[config.mk]
export PLATFORM = sky130hd
export DESIGN_NAME = dual_byte_fifo
export DESIGN_NICKNAME = d
export VERILOG_FILES = /design/src/rtl/dfifo_pkg.sv /design/src/rtl/dfifo_lane.sv /design/src/rtl/dfifo_route.sv /design/src/rtl/dual_byte_fifo.sv
export SDC_FILE = /design/constraint.sdc
export NUM_CORES = 1
export LEC_CHECK = 0
export CORE_ASPECT_RATIO = 0.8
export CORE_MARGIN = 2
export CORE_UTILIZATION = 35
export DETAILED_ROUTE_END_ITERATION = 6
export MAX_ROUTING_LAYER = met4
export PLACE_DENSITY = 0.59
export SKIP_LAST_GASP = 1
export SLEW_MARGIN = 20
export SYNTH_ARGS = -nofsm -noshare
export SYNTH_HDL_FRONTEND = slang
export SYNTH_HIERARCHICAL = 1
export SYNTH_SLANG_ARGS = --single-unit
[constraint.sdc]
create_clock -name clk -period 3 [get_ports clk]
set_input_delay 0.6 -clock clk [delete_from_list [all_inputs] [get_ports clk]]
set_output_delay 0.6 -clock clk [all_outputs]
set_load 0.05 [all_outputs]
[src/rtl/dfifo_pkg.sv]
package dfifo_pkg;
    localparam int NLANE = 2;
    typedef enum logic {
        DIR_IN  = 1'b0,
        DIR_OUT = 1'b1
    } dir_e;
endpackage

[src/rtl/dfifo_lane.sv]
module dfifo_lane #(
    parameter int WIDTH = 8,
    parameter int DEPTH = 4
) (
    input  logic             clk,
    input  logic             rst_n,
    input  logic             flush_i,
    input  logic             wr_i,
    input  logic [WIDTH-1:0] wdata_i,
    input  logic             rd_i,
    output logic [WIDTH-1:0] head_o,
    output logic             empty_o,
    output logic             full_o,
    output logic             ovf_o,
    output logic             unf_o
);
    localparam int PW = (DEPTH > 1) ? $clog2(DEPTH) : 1;
    localparam int CW = $clog2(DEPTH + 1);
    localparam logic [PW-1:0] PLAST = PW'(DEPTH - 1);
    localparam logic [CW-1:0] CFULL = CW'(DEPTH);

    typedef struct packed {
        logic [DEPTH-1:0][WIDTH-1:0] mem;
        logic [PW-1:0]               wp;
        logic [PW-1:0]               rp;
        logic [CW-1:0]               cnt;
        logic                        ovf;
        logic                        unf;
    } lane_t;

    lane_t st_d, st_q;
    logic  wr_ok, rd_ok;

    always_comb begin
        st_d  = st_q;
        wr_ok = wr_i && (st_q.cnt != CFULL);
        rd_ok = rd_i && (st_q.cnt != '0);
        if (flush_i) begin
            st_d.wp  = '0;
            st_d.rp  = '0;
            st_d.cnt = '0;
            st_d.ovf = 1'b0;
            st_d.unf = 1'b0;
        end else begin
            if (wr_ok) begin
                st_d.mem[st_q.wp] = wdata_i;
                st_d.wp = (st_q.wp == PLAST) ? '0 : st_q.wp + 1'b1;
            end else if (wr_i) begin
                st_d.ovf = 1'b1;
            end
            if (rd_ok) begin
                st_d.rp = (st_q.rp == PLAST) ? '0 : st_q.rp + 1'b1;
            end else if (rd_i) begin
                st_d.unf = 1'b1;
            end
            case ({wr_ok, rd_ok})
                2'b10:   st_d.cnt = st_q.cnt + 1'b1;
                2'b01:   st_d.cnt = st_q.cnt - 1'b1;
                default: st_d.cnt = st_q.cnt;
            endcase
        end
    end

    always_ff @(posedge clk) begin
        if (!rst_n) st_q <= '0;
        else        st_q <= st_d;
    end

    assign head_o  = st_q.mem[st_q.rp];
    assign empty_o = (st_q.cnt == '0);
    assign full_o  = (st_q.cnt == CFULL);
    assign ovf_o   = st_q.ovf;
    assign unf_o   = st_q.unf;

    a_r7_ovf_sticky: assert property (@(posedge clk) disable iff (!rst_n)
        ovf_o && !flush_i |=> ovf_o);
    a_r7_drop_keeps_full: assert property (@(posedge clk) disable iff (!rst_n)
        full_o && wr_i && !rd_i && !flush_i |=> full_o && ovf_o);
    a_r8_unf_on_empty_read: assert property (@(posedge clk) disable iff (!rst_n)
        empty_o && rd_i && !flush_i |=> unf_o);
    a_r5_write_fills: assert property (@(posedge clk) disable iff (!rst_n)
        wr_i && !rd_i && !full_o && !flush_i |=> !empty_o);
    a_r9_flush_clears: assert property (@(posedge clk) disable iff (!rst_n)
        flush_i |=> empty_o && !ovf_o && !unf_o);
endmodule

[src/rtl/dfifo_route.sv]
module dfifo_route #(
    parameter int WIDTH = 8
) (
    input  logic             dir_i,
    input  logic             flush_i,
    input  logic             bus_wr_i,
    input  logic             bus_rd_i,
    input  logic [WIDTH-1:0] bus_wdata_i,
    input  logic             dp_wr_i,
    input  logic             dp_rd_i,
    input  logic [WIDTH-1:0] dp_wdata_i,
    input  logic             empty_i,
    input  logic             full_i,
    output logic             lane_wr_o,
    output logic             lane_rd_o,
    output logic [WIDTH-1:0] lane_wdata_o,
    output logic             bus_take_o,
    output logic             dp_take_o,
    output logic             req_o
);
    import dfifo_pkg::*;

    always_comb begin
        lane_wr_o    = 1'b0;
        lane_rd_o    = 1'b0;
        lane_wdata_o = bus_wdata_i;
        bus_take_o   = 1'b0;
        dp_take_o    = 1'b0;
        if (dir_e'(dir_i) == DIR_OUT) begin
            req_o        = !empty_i;
            lane_wdata_o = dp_wdata_i;
            if (!flush_i) begin
                lane_wr_o  = dp_wr_i;
                lane_rd_o  = bus_rd_i;
                bus_take_o = bus_rd_i && !empty_i;
            end
        end else begin
            req_o = !full_i;
            if (!flush_i) begin
                lane_wr_o = bus_wr_i;
                lane_rd_o = dp_rd_i;
                dp_take_o = dp_rd_i && !empty_i;
            end
        end
    end
endmodule

[src/rtl/dual_byte_fifo.sv]
module dual_byte_fifo #(
    parameter int WIDTH = 8,
    parameter int DEPTH = 4
) (
    input  logic             clk,
    input  logic             rst_n,
    input  logic [1:0]       dir_i,
    input  logic             bus_sel_i,
    input  logic             bus_wr_i,
    input  logic             bus_rd_i,
    input  logic [WIDTH-1:0] bus_wdata_i,
    output logic [WIDTH-1:0] bus_rdata_o,
    input  logic [1:0]       dp_wr_i,
    input  logic [1:0]       dp_rd_i,
    input  logic             dp_cap_i,
    input  logic [WIDTH-1:0] dp_wdata0_i,
    input  logic [WIDTH-1:0] dp_wdata1_i,
    output logic [WIDTH-1:0] dp_rdata0_o,
    output logic [WIDTH-1:0] dp_rdata1_o,
    output logic [1:0]       empty_o,
    output logic [1:0]       full_o,
    output logic [1:0]       req_o,
    output logic [1:0]       ovf_o,
    output logic [1:0]       unf_o
);
    import dfifo_pkg::*;

    typedef struct packed {
        logic [NLANE-1:0]            dir;
        logic [WIDTH-1:0]            bus_rdata;
        logic [NLANE-1:0][WIDTH-1:0] dp_rdata;
    } top_t;

    top_t st_d, st_q;

    logic [NLANE-1:0][WIDTH-1:0] dp_wdata, lane_wdata, head;
    logic [NLANE-1:0] flush, lane_wr, lane_rd, bus_take, dp_take;

    assign dp_wdata = {dp_wdata1_i, dp_wdata0_i};

    for (genvar k = 0; k < NLANE; k++) begin : g_lane
        logic bus_hit;
        assign bus_hit  = (bus_sel_i == k[0]);
        assign flush[k] = (dir_i[k] != st_q.dir[k]);

        dfifo_route #(.WIDTH(WIDTH)) u_route (
            .dir_i        (st_q.dir[k]),
            .flush_i      (flush[k]),
            .bus_wr_i     (bus_wr_i && bus_hit),
            .bus_rd_i     (bus_rd_i && bus_hit),
            .bus_wdata_i  (bus_wdata_i),
            .dp_wr_i      (dp_wr_i[k] || dp_cap_i),
            .dp_rd_i      (dp_rd_i[k]),
            .dp_wdata_i   (dp_wdata[k]),
            .empty_i      (empty_o[k]),
            .full_i       (full_o[k]),
            .lane_wr_o    (lane_wr[k]),
            .lane_rd_o    (lane_rd[k]),
            .lane_wdata_o (lane_wdata[k]),
            .bus_take_o   (bus_take[k]),
            .dp_take_o    (dp_take[k]),
            .req_o        (req_o[k])
        );

        dfifo_lane #(.WIDTH(WIDTH), .DEPTH(DEPTH)) u_lane (
            .clk     (clk),
            .rst_n   (rst_n),
            .flush_i (flush[k]),
            .wr_i    (lane_wr[k]),
            .wdata_i (lane_wdata[k]),
            .rd_i    (lane_rd[k]),
            .head_o  (head[k]),
            .empty_o (empty_o[k]),
            .full_o  (full_o[k]),
            .ovf_o   (ovf_o[k]),
            .unf_o   (unf_o[k])
        );
    end

    always_comb begin
        st_d     = st_q;
        st_d.dir = dir_i;
        for (int k = 0; k < NLANE; k++) begin
            if (bus_take[k]) st_d.bus_rdata   = head[k];
            if (dp_take[k])  st_d.dp_rdata[k] = head[k];
        end
    end

    always_ff @(posedge clk) begin
        if (!rst_n) st_q <= '0;
        else        st_q <= st_d;
    end

    assign bus_rdata_o = st_q.bus_rdata;
    assign dp_rdata0_o = st_q.dp_rdata[0];
    assign dp_rdata1_o = st_q.dp_rdata[1];

    a_r3_bus_rdata_hold: assert property (@(posedge clk) disable iff (!rst_n)
        !bus_rd_i |=> $stable(bus_rdata_o));
    a_r4_bus_wr_outbound_ignored: assert property (@(posedge clk) disable iff (!rst_n)
        bus_wr_i && !dp_cap_i && dp_wr_i == 2'b00 && dp_rd_i == 2'b00 && !bus_rd_i
        && st_q.dir[bus_sel_i] && !flush[bus_sel_i]
        |=> $stable(empty_o) && $stable(full_o));
    a_r10_capture_both: assert property (@(posedge clk) disable iff (!rst_n)
        dp_cap_i && st_q.dir == 2'b11 && flush == 2'b00 && full_o == 2'b00 && !bus_rd_i
        |=> empty_o == 2'b00);
    a_r8_dp_rdata_hold_on_empty: assert property (@(posedge clk) disable iff (!rst_n)
        empty_o[0] && dp_rd_i[0] |=> $stable(dp_rdata0_o));
endmodule

Yosys cells after proc, flatten, opt, wreduce, memory -nomap -nowiden
Cells that the tools add are included.

cells by class
  $add $sub $neg = 8
  magnitude comparators = 6
  equal/unequal tests = 14
  muxes and demuxes = 42
  bitwise operators = 8
  reduce and logical (&&, ||, !) cells = 35

operator list
  kind                                                               number
  bitwise mux 32 bit                                                 2
  two-way mux 8 bit                                                  8
  binary-select mux 8 bit (select 2 bit)                             2
  demux 8 bit (select 2 bit)                                         2
  two-way mux 1 bit                                                  22
  logical AND 1 bit                                                  14
  equality test 2 bit, second input constant                         6
  less-than comparator 2 x 3 -> 1 bit, second input constant         4
  case mux 3 bit (2 select lines)                                    2
  AND reduction 2 bit                                                6
  adder 2 x 1 -> 2 bit, second input constant                        4
  two-way mux 2 bit                                                  4
  NOT 1 bit                                                          8
  adder 3 x 1 -> 3 bit, second input constant                        2
  equality test 3 bit, second input constant                         2
  logical NOT 3 bit                                                  2
  inequality test 3 bit, second input constant                       2
  nonzero test 2 bit                                                 3
  nonzero test 3 bit                                                 2
  subtractor 3 x 1 -> 3 bit, second input constant                   2
  equality test 2 x 1 -> 1 bit, second input constant                2
  greater-or-equal comparator 2 x 1 -> 1 bit, second input constant  2
  logical NOT 1 bit                                                  4
  OR reduction 2 bit                                                 2
  other kinds (2)                                                    4

word-level totals
  register bits after elaboration = 108
  bits of input ports = 36
  output and inout port bits = 34
  word-level logic and storage cells = 135

Longest topological paths before layout
Gate-level depths: netlist (run 1).

  depth after elaboration = 7
  depth in mapped cells = 11
  gate-level depth less buffers = 11

Cells and area by module
The synthesis (run 1) kept the hierarchy.

modules (own cells, without submodules)
  module          times used  cells each  area each (um^2)  seq. area each (um^2)
  dfifo_lane      2           182         1,879.3           820.8
  dual_byte_fifo  1           122         1,323.8           520.5
  dfifo_route     2           17          176.4             0.0

Least setup slack after synthesis (run 1)
No wires, ideal clock.

  path type = register to output
  from = register g_lane[0].u_lane/st_q[2] (netlist bit)
  to = output port req_o[0]
  arrival = 2,426 ps
  required time = 2,400 ps
  slack = -26 ps
  stages on the path, launching flop included = 3
  buffers on the path = 0
  cell sequence = dfxtp_1 -> nor3_1 -> mux2i_1

between the ends
  longest elaborated chain between the ends = 3
  elaborated cells between the ends (all ways) = 5
  those cells by class = eq/ne (1); mux (1); reduce/logical (3)

ends and longest elaborated chain
  element                 line                  text
  from (decl)             dfifo_lane.sv:31      lane_t st_d, st_q;
  from (signal assigned)  dfifo_lane.sv:66      else st_q <= st_d;
  logical NOT 3 bit       dfifo_lane.sv:70      assign empty_o = (st_q.cnt == '0);
  via empty_o[0]          dual_byte_fifo.sv:20  output logic [1:0] empty_o,
  logical NOT 1 bit       dfifo_route.sv:30     req_o = !empty_i;
  two-way mux 1 bit       dfifo_route.sv:29     if (dir_e'(dir_i) == DIR_OUT) begin
  to (decl)               dual_byte_fifo.sv:22  output logic [1:0] req_o,

The timed path passes the listed nets, and every way through them passes these cells.

Worst setup path after layout (run 1)
  from = register g_lane[1].u_lane/st_q[4] (netlist bit)
  to = output port full_o[1]

between the ends
  longest elaborated chain between the ends = 1

ends and longest elaborated chain
  element                 line                  text
  from (decl)             dfifo_lane.sv:31
  from (signal assigned)  dfifo_lane.sv:66
  equality test 3 bit     dfifo_lane.sv:71      assign full_o = (st_q.cnt == CFULL);
  to (decl)               dual_byte_fifo.sv:21  output logic [1:0] full_o,

No other way between the ends.

==> key figures, run 1 <==
STA
  • Final Hold Fails: 0
  • Tcrit/Tclk final: 92.6%
  • Worst clock skew: 0.00874 ns
  • Setup violations, final: 0
  • Fmax: 360 MHz
  • Unrepaired setup endpoints after global routing: no
  • Final worst slack: 0.221 ns
  • Max-slew headroom: 54.2%
  • Actual slew at the worst max-slew pin: 0.686 ns
  • Setup TNS: 0 ns
  • Slew Viols, Final: 0
  • Worst hold slack: 0.457 ns
  • Clock period minus worst slack: 2.78 ns

Setup path
  • Crit-path max FO: 10
  • Worst R2R Path Depth: 10
  • Setup crit end kind: primary output
  • Critical Path AT: 2.18 ns
  • CP Launch Type: flop
  • CP required: 2.40 ns
  • Crit Path Class: reg -> out

Synthesis
  • Sequential fraction of the synthesis area: 39.8%
  • Post-Syn Area: 0.00544 mm^2
  • Yosys reg bits: 108
  • Area share of the largest cell type after synthesis: 39.8%
  • Netlist cell types: 31
  • Syn. warnings: 6
  • Top post-synthesis cells by area: dfxtp_1, mux2i_1, mux4_2
  • Mapped Cells: 520
  • Area leader, netlist: dfxtp_1
  • Synthesized area per cell: 10.5 um^2
  • Mapped Nets: 570

Placement
  • GPL Wtd Cong: 0.829
  • Placed Cells: 773
  • DP Worst Slack: -0.0612 ns
  • Final HPWL DP: 9100 um
  • I/O Buffers: 69

Pwr
  • Worst IR Drop VDD: 0.000301 V
  • Switch share: 24.9%
  • Leak: 2.36 nW
  • Comb pwr share: 10.1%
  • PnR Total Power: 0.00299 W
  • Power share of the clock group: 40.9%
  • Psw: 0.000744 W
  • Cell-internal power: 0.00225 W
  • PwrDens: 455 mW/mm^2
  • Reg power frac: 49.0%

GRT
  • Initial antenna violation count: 0
  • GRT overflow: 0
  • Global-route wire length before repair: 19700 um
  • Vias in the first global route: 3802
  • Total GRT Usage: 16.0%
  • Largest net degree at the start of global routing: 46

Final layout
  • # diodes: 0
  • Flip-flop and latch area: 0.00216 mm^2
  • Syn-to-layout area delta: 21.1%
  • Fin cells: 788
  • Fraction of layout cells with a size suffix above 1: 16.8%
  • Fillers: 1458
  • Final nets: 624
  • Footprint of the multi-input gates: 0.00291 mm^2

Floorplanning
  • Die Area: 0.0165 mm^2
  • Die Y: 115 um
  • Starting Density: 36.0%
  • Core area: 0.0151 mm^2
  • Chip Width: 143 um
  • FP Rows: 40
  • Total I/O pin count: 70

CTS
  • Clk sinks: 108
  • CTS clk-pin slew, worst paths: 0.07 ns
  • CTS max path bufs: 2
  • CTS Hold Buffers Added: 0
  • H-tree levels: 3
  • Post-CTS sizing: 0
  • Root Driver: clkbuf_16
  • CTS tree: yes
  • Clock insertion delay at the later pin of the skew report: 0.35 ns
  • Postcts setup bufs: 0
  • Num CTS Buffers: 9

Routing
  • Drt wl/cell: 15.6 um
  • Via count: 3746
  • Vias/cell: 4.75
  • Post-DRT Antenna Nets: 0
  • Initial DRC count: 262
  • Remaining DRCs: 0
  • DRT Pass-1 Iters: 4
  • Routed WL: 12300 um

Min path
  • Hold Crit Depth: 2
  • Hold Path Class: reg -> reg

Status
  • Status: complete, no violations

Flow run
  • Maxcap violations: 0
## power groups by stage
stage | sequential, W | clock [W] | combinational, W
2_1_floorplan | 0.00150 | 0 | 0.000186
3_3_place_gp | 0.00150 | 0 | 0.000300
3_5_place_dp | 0.00150 | 0 | 0.000304
4_1_cts | 0.00147 | 0.00125 | 0.000306
5_1_grt | 0.00147 | 0.00132 | 0.000327
6_report | 0.00146 | 0.00122 | 0.000303
## per-stage QoR
stage / util, % / area, um^2
after global routing: 43.6 / 6580
final: 43.6 / 6580
after detailed placement: 41.6 / 6280
after global placement: 41.6 / 6280
after CTS: 43.6 / 6580
after floorplan: - / 5450
## cells in the final DEF, fill, tap and decap left out, types with 8 or more instances in the layout
master	Yosys	routed
nor2b_1	18	18
buf_4	24	23
inv_1	14	14
nor3_4	8	8
nor2_1	14	14
mux2_4	22	22
nand2_1	94	94
clkbuf_16	0	9
clkdlybuf4s50_1	0	68
mux4_2	16	16
or2b_1	8	8
ha_1	12	12
a21oi_1	16	16
o211a_1	8	8
dfxtp_1	108	108
mux2i_1	86	86
## cell usage after synthesis, drive strengths merged
master,instances
and2,4
or3b,2
ha,12
or4,2
buf,33
nand2b,4
nor2b,18
mux4,16
inv,16
dfxtp,108
mux2,24
nor2,14
nor3,14
o21ai,6
or2,2
a21oi,16
nand2,94
nand3,2
clkbuf,17
o31ai,2
xor2,6
o211a,8
or3,4
fa,2
mux2i,86
or2b,8
## per-layer routing
metal / track usage, % / vias to the layer above / wire length [um]
li1: - / 1857 / -
met1: 21.1 / 1791 / 6110
met2: 25.1 / 86 / 5480
met3: 3.68 / 12 / 572
met4: 3.92 / 0 / 123
met5: - / - / 0
## area by class of cell
cell class	instances	area share, %
multi-input combinational	346	44.2
sequential	108	32.8
timing repair buffer	93	13.3
tap	210	3.99
clock buffer	9	3.42
clock inverter	6	1.12
inverter	16	1.06
## final timing paths
| check | from | end | slack (ns) |
|---|---|---|---|
| worst max register to register | st_q[24] | g_lane[0].u_lane/st_q[4] | 0.66 |
| worst min-delay path | g_lane[1].u_lane/st_q[30] | g_lane[1].u_lane/st_q[30] | 0.46 |
| worst max-delay path | g_lane[1].u_lane/st_q[4] | full_o[1] | 0.22 |
| worst min register to register | g_lane[1].u_lane/st_q[30] | g_lane[1].u_lane/st_q[30] | 0.46 |
## cells by family after synthesis
logic type	Yosys count	synth area share, %
flip-flops	108	39.8
XOR/XNOR	6	0.967
AO/OA/AOI/OAI	32	3.78
buffers and inverters	66	6.95
multiplexers	126	29.0
AND/OR/NAND/NOR	168	16.1
adder cells (fa/ha/maj)	14	3.50
## state kept, by name, summed over array words and instances (netlist names)
signal / count
bus_rdata_o: 8
dp_rdata0_o: 8
dp_rdata1_o: 8
g_lane.u_lane/ovf_o: 2
g_lane.u_lane/st_q: 78
g_lane.u_lane/unf_o: 2
st_q: 2
## critical path, cell delays in order, from the launching register on
cell	delay (ns)
dfxtp_1	0.42
or3b_4	0.44
inv_6	0.14
clkdlybuf4s50_1	0.82
Note: power is estimated with default switching activity, not from simulation.
==> run 2: changes to the inputs <==
--- a/config.mk
+++ b/config.mk
@@ -5,15 +5,16 @@
 export SDC_FILE = /design/constraint.sdc
 export NUM_CORES = 1
 export LEC_CHECK = 0
+export CELL_PAD_IN_SITES_DETAIL_PLACEMENT = 1
+export CELL_PAD_IN_SITES_GLOBAL_PLACEMENT = 1
 export CORE_ASPECT_RATIO = 0.8
 export CORE_MARGIN = 2
 export CORE_UTILIZATION = 35
 export DETAILED_ROUTE_END_ITERATION = 6
 export MAX_ROUTING_LAYER = met4
-export PLACE_DENSITY = 0.59
+export PLACE_DENSITY = 0.78
 export SKIP_LAST_GASP = 1
 export SLEW_MARGIN = 20
 export SYNTH_ARGS = -nofsm -noshare
 export SYNTH_HDL_FRONTEND = slang
-export SYNTH_HIERARCHICAL = 1
 export SYNTH_SLANG_ARGS = --single-unit
==> run 2 against run 1 <==
  * Critical path depth is 1 lower
  * Synthesized area is 11% lower
  * Flip-flop and latch count stayed put
  * Core utilization is 1.2 points higher
  * Worst setup slack worse by 0.051 ns
  * Synthesized cell count is 6.5% lower
  * Clock power is 3% higher
  * Highest routed layer unchanged
==> key figures, run 2 <==
STA
  • Final worst slack: 0.171 ns (was 0.221 ns)
  • Clock period minus worst slack: 2.83 ns (was 2.78 ns)
  • Actual slew at the worst max-slew pin: 0.734 ns (was 0.686 ns)
  • Tcrit/Tclk final: 94.3% (was 92.6%)
  • Final Hold Fails: 0 (unchanged)
  • Setup violations, final: 0 (unchanged)
  • Slew Viols, Final: 0 (unchanged)
  • Max-slew headroom: 50.9% (was 54.2%)
  • Unrepaired setup endpoints after global routing: no (unchanged)
  • Fmax: 353 MHz (was 360 MHz)
  • Worst clock skew: 0.00594 ns (was 0.00874 ns)

CTS
  • CTS Hold Buffers Added: 0 (unchanged)
  • H-tree levels: 3 (unchanged)
  • Clk sinks: 108 (unchanged)
  • CTS tree: yes (unchanged)
  • Postcts setup bufs: 0 (unchanged)
  • CTS max path bufs: 2 (unchanged)
  • Root Driver: clkbuf_16 (unchanged)
  • Clock insertion delay at the later pin of the skew report: 0.36 ns (was 0.35 ns)
  • Num CTS Buffers: 9 (unchanged)
  • Post-CTS sizing: 0 (unchanged)
  • CTS clk-pin slew, worst paths: 0.07 ns (about the same)

Final layout
  • Fraction of layout cells with a size suffix above 1: 16.1% (was 16.8%)
  • Max reg flops: 78 (unchanged)
  • Design Area, Final: 0.00606 mm^2 (was 0.00658 mm^2)
  • # diodes: 0 (unchanged)
  • Commonest non-fill, non-tap cell in the layout: dfxtp_1 (unchanged)
  • Footprint of the multi-input gates: 0.00239 mm^2 (was 0.00291 mm^2)
  • Largest Register: g_lane.u_lane.st_q (was g_lane.u_lane/st_q)
  • Flip-flop and latch area: 0.00216 mm^2 (unchanged)
  • Fillers: 1522 (was 1458)
  • Syn-to-layout area delta: 25.2% (was 21.1%)
  • Most frequent cells in the layout: dfxtp_1, clkdlybuf4s50_1, nand3_1, o21ai_0, buf_4 (was dfxtp_1, nand2_1, mux2i_1, clkdlybuf4s50_1, buf_4)
  • Final nets: 603 (was 624)

Min path
  • Hold Path Class: reg -> reg (unchanged)
  • Hold Crit Depth: 2 (unchanged)

Floorplanning
  • Die Area: 0.0148 mm^2 (was 0.0165 mm^2)
  • Chip Width: 136 um (was 143 um)
  • FP Rows: 38 (was 40)
  • Core area: 0.0136 mm^2 (was 0.0151 mm^2)
  • Die Y: 109 um (was 115 um)
  • Total I/O pin count: 70 (unchanged)
  • Starting Density: 35.8% (was 36.0%)

Pwr
  • Psw: 0.000736 W (was 0.000744 W)
  • Worst IR Drop VDD: 0.000236 V (was 0.000301 V)
  • Switch share: 24.5% (was 24.9%)
  • Reg power frac: 48.9% (was 49.0%)
  • Comb pwr share: 9.2% (was 10.1%)
  • Leak: 2.30 nW (was 2.36 nW)
  • PwrDens: 494 mW/mm^2 (was 455 mW/mm^2)
  • Cell-internal power: 0.00226 W (was 0.00225 W)
  • Power share of the clock group: 41.9% (was 40.9%)

Setup path
  • Crit-path cells: nor3_1 > clkdlybuf4s50_1 (was or3b_4 > inv_6 > clkdlybuf4s50_1)
  • CP max-delay cell: clkdlybuf4s50_1 (unchanged)
  • Crit Path Class: reg -> out (unchanged)
  • Critical Path AT: 2.23 ns (was 2.18 ns)
  • CP required: 2.40 ns (about the same)
  • Setup crit end kind: primary output (unchanged)
  • Worst R2R Path Depth: 9 (was 10)
  • Slowest Stage Delay on Critical Path: 0.93 ns (was 0.82 ns)
  • Crit-path max FO: 6 (was 10)
  • CP Launch Type: flop (unchanged)

Synthesis
  • Netlist cell types: 38 (was 31)
  • Mapped Nets: 536 (was 570)
  • Post-synthesis mux area share: 15.7% (was 29.0%)
  • Synthesized area per cell: 9.97 um^2 (was 10.5 um^2)
  • Largest family of logic cells by synthesized area: multiplexers (unchanged)
  • Synth Area in Compound Gates: 12.3% (was 3.78%)
  • Top post-synthesis cells by area: dfxtp_1, mux4_2, nand3_1 (was dfxtp_1, mux2i_1, mux4_2)
  • Area share of the largest cell type after synthesis: 44.6% (was 39.8%)
  • Synth Area in Simple Gates: 15.6% (was 16.1%)
  • Synth top cells by count: dfxtp_1, nand3_1, o21ai_0 (was dfxtp_1, nand2_1, mux2i_1)
  • Most numerous cell in the Yosys netlist: dfxtp_1 (unchanged)
  • Post-Synth Adder-Cell Area: 3.93% (was 3.50%)
  • Commonest register cell after synthesis: dfxtp_1 (unchanged)
  • Mapped Cells: 486 (was 520)
  • Yosys reg bits: 108 (unchanged)
  • Post-Syn Area: 0.00484 mm^2 (was 0.00544 mm^2)
  • Area leader, netlist: dfxtp_1 (unchanged)
  • Syn. warnings: 0 (was 6)
  • XOR/XNOR Fraction of Synth Area: 1.81% (was 0.967%)
  • Sequential fraction of the synthesis area: 44.6% (was 39.8%)
  • Synth async-reset ratio: 0% (unchanged)
  • EDFF count, synth: 0 (unchanged)

Placement
  • DP Worst Slack: -0.111 ns (was -0.0612 ns)
  • Final HPWL DP: 9840 um (was 9100 um)
  • I/O Buffers: 69 (unchanged)
  • DP Area: 0.00575 mm^2 (was 0.00628 mm^2)
  • GPL Wtd Cong: 0.775 (was 0.829)

Status
  • Status: complete, no violations (unchanged)

GRT
  • GRT overflow: 0 (unchanged)
  • Initial antenna violation count: 0 (unchanged)
  • Total GRT Usage: 19.7% (was 16.0%)
  • Global-route wire length before repair: 21600 um (was 19700 um)
  • Vias in the first global route: 4118 (was 3802)
  • Largest net degree at the start of global routing: 99 (was 46)

Routing
  • Via count: 3873 (was 3746)
  • Remaining DRCs: 0 (unchanged)
  • Drt wl/cell: 18.4 um (was 15.6 um)
  • DRT Pass-1 Iters: 4 (unchanged)
  • Vias/cell: 5.25 (was 4.75)
  • Initial DRC count: 272 (was 262)
  • Post-DRT Antenna Nets: 0 (unchanged)
  • Routed WL: 13600 um (was 12300 um)

Flow run
  • Maxcap violations: 0 (unchanged)
## run 2: area by class of cell
type	instances	area share (%)
Inverter	22	1.36
Clock buffer	10	3.94
Timing Repair Buffer	95	14.7
Sequential cell	108	35.7
Multi-Input combinational cell	317	39.4
Tap cell	180	3.71
Clock inverter	6	1.18
## run 2: worst paths after layout
kind | slack [ns] | endpoint | from
max reg2reg | 0.51 | g_lane[1].u_lane.st_q[4] | g_lane[1].u_lane.st_q[4]
min | 0.48 | g_lane[0].u_lane.st_q[10] | g_lane[0].u_lane.st_q[10]
min reg2reg | 0.48 | g_lane[0].u_lane.st_q[10] | g_lane[0].u_lane.st_q[10]
max | 0.17 | empty_o[1] | g_lane[1].u_lane.st_q[2]
## run 2: routing by layer
metal,vias up,wire (um),global-route usage [%]
li1,1861,-,-
met1,1902,6080,23.7
met2,91,6640,33.8
met3,19,672,3.81
met4,0,187,5.58
met5,-,0,-
## run 2: logic make-up after synthesis
family | after synthesis
AOI/OAI and AO/OA | 97
xor gates and xnor gates | 10
adders and majority gates | 14
buffers and inverters | 61
DFF | 108
muxes | 54
and+or+nand+nor | 142
## run 2: worst max-delay path: cells and delay by family (launching register included)
| family | cells | cell delay (ns) |
|---|---|---|
| buffers and inverters | 1 | 0.93 |
| AND/OR/NAND/NOR | 1 | 0.60 |
| flip-flops | 1 | 0.35 |
## run 2: power groups by stage
stage	Sequential (W)	Clock [W]	Combinational, W
4_1_cts	0.00147	0.00128	0.000280
3_5_place_dp	0.00150	0	0.000277
3_3_place_gp	0.00150	0	0.000268
2_1_floorplan	0.00150	0	0.000161
6_report	0.00147	0.00126	0.000276
5_1_grt	0.00147	0.00133	0.000301
## run 2: metrics by stage
| step | utilization (%) | instances | setup TNS [ns] | total power (W) | hold slack (ns) |
|---|---|---|---|---|---|
| after floorplan | - | 486 | 0 | 0.00166 | 0.438 |
| after global placement | 42.5 | 722 | -0.0203 | 0.00177 | 0.448 |
| final | 44.7 | 738 | 0 | 0.00300 | 0.475 |
| after detailed placement | 42.5 | 722 | -0.185 | 0.00178 | 0.462 |
| after global routing | 44.7 | 738 | 0 | 0.00310 | 0.489 |
| after CTS | 44.7 | 738 | 0 | 0.00302 | 0.477 |
